File: src/rtl/alu_pkg.sv
// Shared definitions for the accumulator ALU: operation codes and the
// bit positions of the condition code register. Assumes an 8-bit datapath.
package alu_pkg;
    typedef enum logic [2:0] {
        OP_ADD  = 3'd0,
        OP_ADC  = 3'd1,
        OP_AND  = 3'd2,
        OP_SHL  = 3'd3,
        OP_SHRA = 3'd4,
        OP_SPJ  = 3'd5,
        OP_HXJ  = 3'd6,
        OP_NOP  = 3'd7
    } op_e;

    localparam int CCR_W = 6;
    localparam int F_V = 5;
    localparam int F_H = 4;
    localparam int F_I = 3;
    localparam int F_N = 2;
    localparam int F_Z = 1;
    localparam int F_C = 0;
endpackage

File: src/rtl/alu_adder.sv
// Adder with carry-in. Reports the carry out of the low nibble, the carry out
// of the top bit, and two's-complement overflow. Assumes DW >= 5.
module alu_adder #(
    parameter int DW = 8
) (
    input  logic [DW-1:0] a,
    input  logic [DW-1:0] b,
    input  logic          cin,
    output logic [DW-1:0] sum,
    output logic          half_co,
    output logic          co,
    output logic          ovf
);
    localparam int NB = 4;

    logic [NB:0] lo;
    logic [DW:0] full;

    // Form the nibble sum for half-carry and the full-width sum for carry.
    always_comb begin
        lo      = {1'b0, a[NB-1:0]} + {1'b0, b[NB-1:0]} + {{NB{1'b0}}, cin};
        full    = {1'b0, a} + {1'b0, b} + {{DW{1'b0}}, cin};
        sum     = full[DW-1:0];
        half_co = lo[NB];
        co      = full[DW];
        ovf     = (a[DW-1] == b[DW-1]) && (full[DW-1] != a[DW-1]);
    end
endmodule

File: src/rtl/alu_shifter.sv
// One-place shifter. A left shift fills bit 0 with zero. A right shift keeps
// the sign bit. The bit shifted out is reported on bit_out.
module alu_shifter #(
    parameter int DW = 8
) (
    input  logic [DW-1:0] din,
    input  logic          go_right,
    output logic [DW-1:0] dout,
    output logic          bit_out
);
    // Select the shift direction and the bit that leaves the word.
    always_comb begin
        if (go_right) begin
            dout    = {din[DW-1], din[DW-1:1]};
            bit_out = din[0];
        end else begin
            dout    = {din[DW-2:0], 1'b0};
            bit_out = din[DW-1];
        end
    end
endmodule

File: src/rtl/ptr_adjust.sv
// Adds a sign-extended immediate to a pointer when enabled, and passes the
// pointer through otherwise. Wraps modulo 2^PW. Assumes PW > IW.
module ptr_adjust #(
    parameter int PW = 16,
    parameter int IW = 8
) (
    input  logic [PW-1:0] base,
    input  logic [IW-1:0] imm,
    input  logic          en,
    output logic [PW-1:0] next
);
    logic [PW-1:0] imm_x;

    // Sign-extend the immediate and choose the adjusted or original pointer.
    always_comb begin
        imm_x = {{(PW-IW){imm[IW-1]}}, imm};
        next  = en ? base + imm_x : base;
    end
endmodule

File: src/rtl/accu_alu_top.sv
// Accumulator ALU top. Selects an operation, builds the new condition codes
// under each operation's flag rule, and registers the result, flags and both
// pointers on upd_en. Assumes the operand is already fetched and resolved.
module accu_alu_top
    import alu_pkg::*;
#(
    parameter int DW = 8,
    parameter int PW = 16
) (
    input  logic             clk,
    input  logic             rst_n,
    input  logic             upd_en,
    input  logic [2:0]       op_sel,
    input  logic [DW-1:0]    acc_in,
    input  logic [DW-1:0]    opnd_in,
    input  logic [CCR_W-1:0] ccr_in,
    input  logic [PW-1:0]    sp_in,
    input  logic [PW-1:0]    hx_in,
    output logic [DW-1:0]    res_q,
    output logic [CCR_W-1:0] ccr_q,
    output logic [PW-1:0]    sp_q,
    output logic [PW-1:0]    hx_q
);
    op_e op;
    assign op = op_e'(op_sel);

    logic [DW-1:0] add_sum, sh_out, res_d;
    logic add_h, add_c, add_v, sh_c;
    logic [CCR_W-1:0] ccr_d;
    logic [PW-1:0] sp_d, hx_d;
    logic use_cin, sp_en, hx_en;

    assign use_cin = (op == OP_ADC) && ccr_in[F_C];
    assign sp_en   = (op == OP_SPJ);
    assign hx_en   = (op == OP_HXJ);

    alu_adder #(.DW(DW)) u_add (
        .a(acc_in), .b(opnd_in), .cin(use_cin),
        .sum(add_sum), .half_co(add_h), .co(add_c), .ovf(add_v)
    );

    alu_shifter #(.DW(DW)) u_shf (
        .din(acc_in), .go_right(op == OP_SHRA),
        .dout(sh_out), .bit_out(sh_c)
    );

    ptr_adjust #(.PW(PW), .IW(DW)) u_spj (
        .base(sp_in), .imm(opnd_in), .en(sp_en), .next(sp_d)
    );

    ptr_adjust #(.PW(PW), .IW(DW)) u_hxj (
        .base(hx_in), .imm(opnd_in), .en(hx_en), .next(hx_d)
    );

    // Pick the result and apply the flag-update rule of the selected operation.
    always_comb begin
        res_d = acc_in;
        ccr_d = ccr_in;
        unique case (op)
            OP_ADD, OP_ADC: begin
                res_d      = add_sum;
                ccr_d[F_V] = add_v;
                ccr_d[F_H] = add_h;
                ccr_d[F_C] = add_c;
            end
            OP_AND: begin
                res_d      = acc_in & opnd_in;
                ccr_d[F_V] = 1'b0;
            end
            OP_SHL, OP_SHRA: begin
                res_d      = sh_out;
                ccr_d[F_C] = sh_c;
                ccr_d[F_V] = sh_out[DW-1] ^ sh_c;
            end
            default: ;
        endcase
        if (op inside {OP_ADD, OP_ADC, OP_AND, OP_SHL, OP_SHRA}) begin
            ccr_d[F_N] = res_d[DW-1];
            ccr_d[F_Z] = (res_d == '0);
        end
    end

    // Load every output register on upd_en; clear them all on reset.
    always_ff @(posedge clk) begin
        if (!rst_n) begin
            res_q <= '0;
            ccr_q <= '0;
            sp_q  <= '0;
            hx_q  <= '0;
        end else if (upd_en) begin
            res_q <= res_d;
            ccr_q <= ccr_d;
            sp_q  <= sp_d;
            hx_q  <= hx_d;
        end
    end

    // the mask bit always reloads from its input.
    a_r9_mask_kept: assert property (@(posedge clk) disable iff (!rst_n)
        upd_en |=> ccr_q[F_I] == $past(ccr_in[F_I]));

    // pointer ops and the no-op pass accumulator and flags straight through.
    a_r10_ptr_no_flags: assert property (@(posedge clk) disable iff (!rst_n)
        (upd_en && op_sel >= 3'd5) |=> (ccr_q == $past(ccr_in)) && (res_q == $past(acc_in)));

    // nothing moves while the enable is low.
    a_r11_hold: assert property (@(posedge clk) disable iff (!rst_n)
        !upd_en |=> $stable(res_q) && $stable(ccr_q) && $stable(sp_q) && $stable(hx_q));

    // the registered Z flag agrees with the registered result.
    a_r6_zero_flag: assert property (@(posedge clk) disable iff (!rst_n)
        (upd_en && op_sel <= 3'd4) |=> ccr_q[F_Z] == (res_q == '0));

    // the sign bit survives an arithmetic right shift.
    a_r5_sign_kept: assert property (@(posedge clk) disable iff (!rst_n)
        (upd_en && op_sel == 3'd4) |=> res_q[DW-1] == $past(acc_in[DW-1]));

    // the index pair is untouched except by its own adjust.
    a_r8_hx_pass: assert property (@(posedge clk) disable iff (!rst_n)
        (upd_en && op_sel != 3'd6) |=> hx_q == $past(hx_in));
endmodule

File: config.mk
export PLATFORM = sky130hd
export DESIGN_NAME = accu_alu_top
export DESIGN_NICKNAME = d
export VERILOG_FILES = /design/src/rtl/alu_pkg.sv /design/src/rtl/alu_adder.sv /design/src/rtl/alu_shifter.sv /design/src/rtl/ptr_adjust.sv /design/src/rtl/accu_alu_top.sv
export SDC_FILE = /design/constraint.sdc
export NUM_CORES = 1
export LEC_CHECK = 0
export ABC_AREA = 1
export BUFFER_PORTS_ARGS = -buffer_cell sky130_fd_sc_hd__buf_2
export CAP_MARGIN = 20
export CORE_MARGIN = 1
export CORE_UTILIZATION = 50
export CTS_CLUSTER_DIAMETER = 60
export CTS_CLUSTER_SIZE = 14
export DETAILED_ROUTE_END_ITERATION = 10
export PLACE_DENSITY = 0.89
export SKIP_CTS_REPAIR_TIMING = 1
export SYNTH_ARGS = -nofsm -noshare
export SYNTH_HDL_FRONTEND = slang
export SYNTH_SLANG_ARGS = --single-unit
File: constraint.sdc
create_clock -name clk -period 2.05 [get_ports clk]
set_clock_uncertainty 0.05 [all_clocks]
set_input_delay 0 -clock clk [delete_from_list [all_inputs] [get_ports clk]]
set_output_delay 0 -clock clk [all_outputs]
set_load 0.005 [all_outputs]
==> impl_metrics.csv <==
group,metric,value,unit
clock_tree,clock_latency,300,ps
logic_synthesis,yosysWarningCount,0,
timing,worst_slew_pin_slew,560,ps
clock_tree,cts_tree,"done",
timing,hold_violations,5,
clock_tree,clockBufferDepth,2,
clock_tree,cts_buffers,5,
logic_synthesis,synthMuxAreaShare,0,%
detailed_routing,antenna_left,0,
detailed_routing,wl_per_cell,13.7,microns
detailed_routing,dr.pass1.iters,5,
logic_synthesis,yosys.area_share.adder,13.0,%
pwr,leakagePower,0.00274,uW
logic_synthesis,synthFlopType,"dfxtp_1",
run,drv_cap,0,
pwr,pwr-share-comb,40.2,%
logic_synthesis,ys_seq_area_share,21.5,%
pwr,switching_share,37.8,%
floorplanning,row_count,33,
pwr,ir_worst_vdd,0.000388,V
logic_synthesis,yosys.area_share.simple,31.8,%
timing,min_period,1810,ps
pwr,clockPowerShare,21.4,%
logic_synthesis,synth-async-reset-ratio,0,%
global_routing,antenna_found_initial,0,
pwr,internal_power,1600,uW
pwr,powerDensity,502,nW/um^2
floorplanning,die-height,94.5,microns
global_routing,grt_pass1_vias,4459,
logic_synthesis,synthCells,696,
logic_synthesis,synth.avg_cell_area,6.15,sq um
detailed_routing,wl,12.5,mm
clock_tree,clkSlewWorstSetupHoldPaths,90,ps
placed_design,routabilityCongestion,1.07,
placed_design,portBuffers,105,
timing,fin_tns_setup,0,ps
logic_synthesis,synth-compound-area-share,21.9,%
finish,antennaDiodeCount,0,
clock_tree,clkSinkCount,46,
logic_synthesis,synth_top_family_by_area,"simple AND/OR/NAND/NOR gates",
clock_tree,ctsHtreeMaxLevel,2,
logic_synthesis,syn-cell-area,4280,sq um
critical_path,critPathCaptureType,"flop",
pwr,p_seq_share,38.5,%
timing,rsz0062_at_grt,"no",
logic_synthesis,synth_edf_count,0,
global_routing,grt_pass1_wl,20.4,mm
finish,final_area,5130,sq um
critical_path,worstPathArrival,1990,ps
finish,syn_to_final_growth,19.9,%
detailed_routing,drtIter0Drc,239,
placed_design,dpl-instance-area,5020,sq um
pwr,power.switching,973,uW
logic_synthesis,syn_nets,798,
critical_path,reg2reg_depth,2,
placed_design,preCtsSetupSlack,-28.4,ps
timing,fmax,0.553,GHz
timing,fin_ws,241,ps
placed_design,hpwl,10.0,mm
critical_path,critical_path_required,2230,ps
critical_path,critical_path.max_fanout,2,
worst_hold_path,hold_path_class,"input port to flop",
floorplanning,io_pins,106,
floorplanning,start_util,51.8,%
global_routing,grt_max_degree,23,
timing,report.final.slew_viol_count,0,
floorplanning,core_area,8260,sq um
logic_synthesis,ys_seq_elements,46,
critical_path,critical_path_class,"input port to flop",
finish,nNetsFinal,915,
floorplanning,die_x,94.5,microns
detailed_routing,drc,0,
detailed_routing,vias,4997,
finish,drive_gt1_share,17.6,%
timing,whs,-18.7,ps
detailed_routing,viasPerCell,5.44,
timing,setup_viol,0,
timing,max-slew-margin-rel,62.6,%
clock_tree,cts-root-buf,"clkbuf_8",
global_routing,grt.overflow.total,0,
outcome,status,"complete, but fails checks",
global_routing,grt_usage,28.9,%
worst_hold_path,holdPathStages,5,
logic_synthesis,synth_xor_xnor_area_share,2.86,%
logic_synthesis,synth.distinct_cells,30,
critical_path,start_kind,"input port",
floorplanning,die-area,8930,sq um
outcome,violations,"hold timing",
timing,fin_crit_sh,88.2,%
path summary, 6_finish.rpt:
| path | start | endpoint | slack, ps |
|---|---|---|---|
| hold reg to reg | hx_q[10]$_SDFFE_PN0P_ | hx_q[10]$_SDFFE_PN0P_ | 410 |
| setup / recovery | op_sel[1] | ccr_q[1]$_SDFFE_PN0P_ | 240 |
| setup reg to reg | res_q[7]$_SDFFE_PN0P_ | res_q[7]$_SDFFE_PN0P_ | 1330 |
| hold / removal | hx_in[15] | hx_q[15]$_SDFFE_PN0P_ | -20 |
logic make-up (layout without fill, tap and decap cells):
family,count (synthesis),count (layout)
flip-flops,46,46
XOR/XNOR,14,14
AO/OA/AOI/OAI,167,167
buffers and inverters,102,219
adder cells (fa/ha/maj),42,42
AND/OR/NAND/NOR,325,325
flip-flops by register name (all words and copies together), names as in the netlist:
signal,cells
hx_q,16
sp_q,16
res_q,8
ccr_q,6
cell usage in the layout, fill, tap and decap left out, drive strengths merged:
cell,Yosys,layout
a21o,6,6
a21oi,85,85
a31oi,2,2
buf,4,126
clkbuf,15,6
clkinv,2,2
clkinvlp,0,1
dfxtp,46,46
dlygate4sd3,0,3
fa,4,4
ha,38,38
inv,81,81
nand2,180,180
nand3,63,63
nand3b,2,2
nand4,8,8
nor2,62,62
nor3,5,5
o211ai,22,22
o21a,3,3
o21ai,43,43
o21bai,2,2
o221ai,4,4
or2,5,5
xnor2,4,4
xor2,10,10
layer usage:
metal  global-route usage [%]  vias to the layer above  part of all wire (%)
met5                        0                        -                     0
li1                         -                     2572                     -
met2                     51.2                      191                    46
met4                     6.82                        0                   1.5
met3                     3.22                       14                   6.7
met1                     37.4                     2220                    45
worst max-delay path, stage by stage:
cell	delay [ps]
buf_2	110
nor2_2	110
nand3_1	110
fa_1	370
inv_1	100
fa_1	410
a21oi_1	130
nand3_1	110
nor2_1	130
nand2_1	70
nor2_1	120
nand4_1	90
a21oi_1	130
metrics by stage:
| step | total power [uW] | cells | hold WS [ps] | utilization, % |
|---|---|---|---|---|
| 2_1_floorplan | 1680 | 696 | 84.9 | - |
| 3_3_place_gp | 2010 | 908 | 182 | 60.8 |
| 3_5_place_dp | 2020 | 908 | 182 | 60.8 |
| 4_1_cts | 2580 | 915 | -113 | 61.8 |
| 5_1_grt | 2770 | 918 | 9.04 | 62.1 |
| 6_report | 2580 | 918 | -18.7 | 62.1 |
power by group through the flow:
stage	registers (uW)	logic [uW]	clock network (uW)
2_1_floorplan	1010	671	0
3_3_place_gp	1010	999	0
3_5_place_dp	1010	1010	0
4_1_cts	991	1020	570
5_1_grt	998	1170	598
6_report	991	1030	551
cell type report:
class / instances / area [sq um]
flip-flops and latches: 46 / 921
clock inverters: 1 / 7.51
well taps: 105 / 131
fillers: 795 / 3130
clock buffers: 6 / 72.6
repair buffers: 129 / 713
inverters: 83 / 312
multi-input cells: 548 / 2970
cells in the mapped netlist (all sizes together), types with 5 or more instances:
library cell,count,area [sq um]
dfxtp,46,921
nand4,8,50.1
ha,38,475
nand3,63,315
a21oi,85,425
a21o,6,45.0
or2,5,31.3
xor2,10,87.6
nor3,5,30.0
nand2,180,681
clkbuf,15,56.3
nor2,62,238
inv,81,304
o211ai,22,165
o21ai,43,215
(Power assumes the default switching activity.)
